<file path="src/rtl/rtc_cal_divider.sv">
module rtc_cal_divider #(
  parameter int P_W   = 15,
  parameter int WIN_W = 20,
  parameter int SQ_W  = 6,
  parameter int MAG_W = 5,
  parameter int PPL   = 4
) (
  input  logic             clk,
  input  logic             rst,
  input  logic             wr_en,
  input  logic             wr_addr,
  input  logic [MAG_W:0]   wr_data,
  input  logic             rd_addr,
  output logic [MAG_W:0]   rd_data,
  input  logic             pwr_fail,
  output logic             tick,
  output logic             pin_out
);
  localparam logic [WIN_W:0] PPL_V = (WIN_W+1)'(PPL);

  logic [P_W-1:0]   pre;
  logic [WIN_W-1:0] win_cnt;
  logic [WIN_W-1:0] acc;
  logic [SQ_W-1:0]  raw;
  logic             cal_mode;
  logic [MAG_W:0]   cal_reg;
  logic [MAG_W:0]   act_reg;

  logic             win_start;
  logic [MAG_W:0]   use_cal;
  logic [WIN_W:0]   mag_ext;
  logic [WIN_W:0]   sum;
  logic             evt;
  logic [1:0]       step;
  logic [P_W:0]     nxt;

  assign win_start = (win_cnt == '0);
  assign use_cal   = win_start ? cal_reg : act_reg;

  always_comb begin
    mag_ext = '0;
    mag_ext[MAG_W-1:0] = use_cal[MAG_W-1:0];
  end

  assign sum = (win_start ? '0 : {1'b0, acc}) + mag_ext * PPL_V;
  assign evt = sum[WIN_W];

  always_comb begin
    step = 2'd1;
    if (evt) step = use_cal[MAG_W] ? 2'd2 : 2'd0;
  end

  assign nxt = {1'b0, pre} + {{(P_W-1){1'b0}}, step};

  always_ff @(posedge clk) begin
    if (rst) begin
      pre      <= '0;
      win_cnt  <= '0;
      acc      <= '0;
      raw      <= '0;
      cal_mode <= 1'b0;
      cal_reg  <= '0;
      act_reg  <= '0;
      tick     <= 1'b0;
    end else begin
      pre     <= nxt[P_W-1:0];
      tick    <= nxt[P_W];
      win_cnt <= win_cnt + 1'b1;
      acc     <= sum[WIN_W-1:0];
      raw     <= raw + 1'b1;
      if (win_start) act_reg <= cal_reg;
      if (wr_en && !wr_addr) cal_mode <= wr_data[0];
      if (wr_en && wr_addr && cal_mode) cal_reg <= wr_data;
    end
  end

  always_comb begin
    rd_data = '0;
    if (rd_addr) rd_data = cal_reg;
    else         rd_data[0] = cal_mode;
  end

  assign pin_out = cal_mode ? raw[SQ_W-1] : pwr_fail;
endmodule

</file>
<file path="config.mk">
export PLATFORM = sky130hd
export DESIGN_NAME = rtc_cal_divider
export DESIGN_NICKNAME = d
export VERILOG_FILES = /design/src/rtl/rtc_cal_divider.sv
export SDC_FILE = /design/constraint.sdc
export NUM_CORES = 1
export LEC_CHECK = 0
export ABC_CLOCK_PERIOD_IN_PS = 4800
export BUFFER_PORTS_ARGS = -buffer_cell sky130_fd_sc_hd__buf_2
export CORE_ASPECT_RATIO = 1.2
export CORE_MARGIN = 5
export CORE_UTILIZATION = 30
export DETAILED_ROUTE_END_ITERATION = 10
export GPL_TIMING_DRIVEN = 1
export REMOVE_ABC_BUFFERS = 1
export SETUP_SLACK_MARGIN = 0.3
export SLEW_MARGIN = 15
export SYNTH_ARGS = -nofsm -noshare
export SYNTH_HDL_FRONTEND = slang
export SYNTH_SLANG_ARGS = --single-unit
</file>
<file path="constraint.sdc">
create_clock -name clk -period 4.8 [get_ports clk]
set_input_delay 1.44 -clock clk [delete_from_list [all_inputs] [get_ports clk]]
set_output_delay 1.44 -clock clk [all_outputs]
set_load 0.05 [all_outputs]
</file>
==> flow_summary.toml <==
[clock_network]
clk_latency_ps = 330
clockBufferDepth = 2
hold_buffers = 0
cts_made_buffers = 9
cts_root_buf = "clkbuf_16"
clkSinkCount = 73
cts_htree_levels = 3
path_clk_slew_ps = 60
cts_tree = "done"

[detailed_routing]
vias = 2772
avgViaCountPerCell = 5.10
drtPass1Iterations = 4
final_antenna_net_count = 0
wl_per_cell_um = 12.5
drcViolationCount = 0
drt_wl_total_um = 6790
first_iter_violations = 49

[final_layout]
finish.net_count = 430
reg_top3 = "win_cnt (20), acc (18), pre (15)"
drive_gt1_share_pct = 14.6
instances_no_fill = 543
area_growth_pct = 16.9
top_register = "win_cnt"
largest_register_ffs = 20
num_antenna_cells = 0

[power_and_ir_drop]
total_power_mw = 1.29
pwr-share-comb_pct = 5.0
leakage_nw = 1.47
vdd_drop_max_uv = 151
switching_power_mw = 0.289
p_clk_share_pct = 46.9
seqPwrFrac_pct = 48.1
p_sw_share_pct = 22.4
p_per_area_mw_per_mm2 = 327
p_int_mw = 1.00

[run_status]
status = "finished, final reports clean"

[critical_path]
crit_path_end_kind = "flop"
worst_ep_required_time_ps = 5060
arrival_ps = 4540
crit_type = "flop to flop"
crit_path_start_kind = "flop"
worstPathMaxFanout = 6

[logic_synthesis]
syn_area_per_cell_um2 = 8.82
syn_area_mm2 = 0.00338
synth_seq_cells = 73
synthArstFlopShare_pct = 0
yosys.area.top_type = "dfxtp_1"
ys_warn_count = 0
synth_edf_count = 0
synthTopCellsByArea = "dfxtp_1, a21oi_1, nor2_1, xor2_1, ha_1"
seq_area_frac_synth_pct = 43.3
synth-main-ff-cell = "dfxtp_1"
synth_top_area_share_pct = 43.3
ys_types = 39
synthCells = 383

[sta]
slew_viol_final = 0
setup_viol = 0
maxSlewHeadroom_pct = 64.3
fin_worst_skew_ps = 5.77
rsz0062_at_grt = "yes"
tightest_slew_ps = 535
timing.fmax_ghz = 0.234
fin_ws_ps = 519
finalCriticalPeriod_ps = 4280
fin_setup_tns_ps = 0
hold_viol = 0
period_share_pct = 89.2

[floorplanning]
die_area_mm2 = 0.0135
io-pin-count = 20
die_w_um = 107
die_h_um = 126
rows = 42
coreArea_mm2 = 0.0110
start_util_pct = 30.6

[global_routing]
grt_start_max_net_pins = 43
grt_pass1_vias = 2666
antenna_found_initial = 0
grt.total_usage_pct = 10.7
grt_overflow_total = 0
grt_pass1_wl_um = 11900

[run]
maxCapViolCount = 0

[place]
place.gp.congestion = 0.755
post-place-ws_ps = 254
numPortBuffers = 19
dp_cells = 526
hpwl_um = 4840

[hold_path]
hold_class = "flop to flop"
synth_stat cells (2+ instances only):
master / number
or4_1: 15
inv_1: 8
mux2_2: 2
or3_1: 13
dfxtp_1: 73
o21a_1: 2
nand4_1: 15
nor3_1: 6
xnor2_1: 8
nand2_1: 20
o21ai_0: 19
and4_1: 6
fa_1: 2
a211oi_1: 4
and3_1: 3
clkbuf_1: 12
nor2b_1: 13
a21o_1: 3
o31ai_1: 12
xor2_1: 15
or2_2: 2
nand3_1: 23
nor2_1: 38
a21oi_1: 31
and2_1: 8
ha_1: 10
mux2i_1: 8
cell usage in the layout (no fill, tap or decap), types with 13 or more instances in the layout:
master   instances
nor2_1          38
buf_2           19
or3_1           13
nand2_1         20
o21ai_0         17
nand4_1         15
or4_1           13
nand3_1         22
a21oi_1         29
dfxtp_1         73
xor2_1          15
power by group through the flow:
| stage | Combinational, mW | Clock [mW] | Sequential, mW |
|---|---|---|---|
| 6_report | 0.0642 | 0.606 | 0.621 |
| 5_1_grt | 0.0721 | 0.654 | 0.622 |
| 3_3_place_gp | 0.0591 | 0 | 0.633 |
| 2_1_floorplan | 0.0362 | 0 | 0.632 |
| 3_5_place_dp | 0.0608 | 0 | 0.634 |
| 4_1_cts | 0.0626 | 0.625 | 0.621 |
final cells by class:
| cell class | instances | area (µm²) |
|---|---|---|
| clock inverter | 5 | 31.3 |
| tap | 132 | 165 |
| multi-input combinational | 288 | 1870 |
| timing repair buffer | 26 | 148 |
| inverter | 8 | 30.0 |
| sequential | 73 | 1460 |
| clock buffer | 11 | 243 |
| fill | 1158 | 7090 |
critical path, stage by stage, from the launching register on:
cell	delay [ps]
dfxtp_1	350
or4_4	550
or3b_4	420
o21ai_2	140
nand2_1	70
ha_2	210
fa_2	420
a211o_1	300
a21oi_2	160
nor3_1	80
nand3_1	120
ha_1	170
inv_1	60
fa_1	390
nor2b_2	160
nand3_2	110
or3_1	380
a21oi_2	140
logic make-up (layout without fill, tap and decap cells):
logic type               after synthesis  in the layout  synth area share (%)
flip-flops                            73             73                  43.3
AO/OA/AOI/OAI                         74             74                  12.9
buffers and inverters                 22             50                  2.59
XOR/XNOR                              23             23                  5.97
AND/OR/NAND/NOR                      169            169                  27.3
adder cells (fa/ha/maj)               12             12                  4.89
multiplexers                          10             10                  3.04
metrics by stage:
step | instance area, µm² | hold slack (ps) | util (%)
4_1_cts | 3910 | 449 | 35.4
3_5_place_dp | 3620 | 437 | 32.8
3_3_place_gp | 3620 | 430 | 32.8
5_1_grt | 3950 | 474 | 35.8
2_1_floorplan | 3320 | 416 | -
6_report | 3950 | 445 | 35.8
routing by layer:
layer	global-route usage, %	routed length [µm]	part of all wire, %
met5	0	0	0
met2	17.6	3270	48
met3	2.20	148	2.2
met4	4.82	144	2.1
met1	13.3	3230	47
worst paths after layout:
| path | from | cells past startpoint | slack, ps | endpoint |
|---|---|---|---|---|
| worst max-delay path | win_cnt[8]$_SDFF_PP0_ | 17 | 520 | pre[14]$_SDFF_PP0_ |
| worst min-delay path | raw[0]$_SDFF_PP0_ | 1 | 450 | raw[0]$_SDFF_PP0_ |
| worst max register to register | win_cnt[8]$_SDFF_PP0_ | 17 | 520 | pre[14]$_SDFF_PP0_ |
| worst min register to register | raw[0]$_SDFF_PP0_ | 1 | 450 | raw[0]$_SDFF_PP0_ |
timing repair:
item                       CTS  global route
buffers inserted             0             1
resized for setup            4            11
setup endpoints to repair    1            10
pin swaps                    0             5
Power figures use the tool's default switching activity.
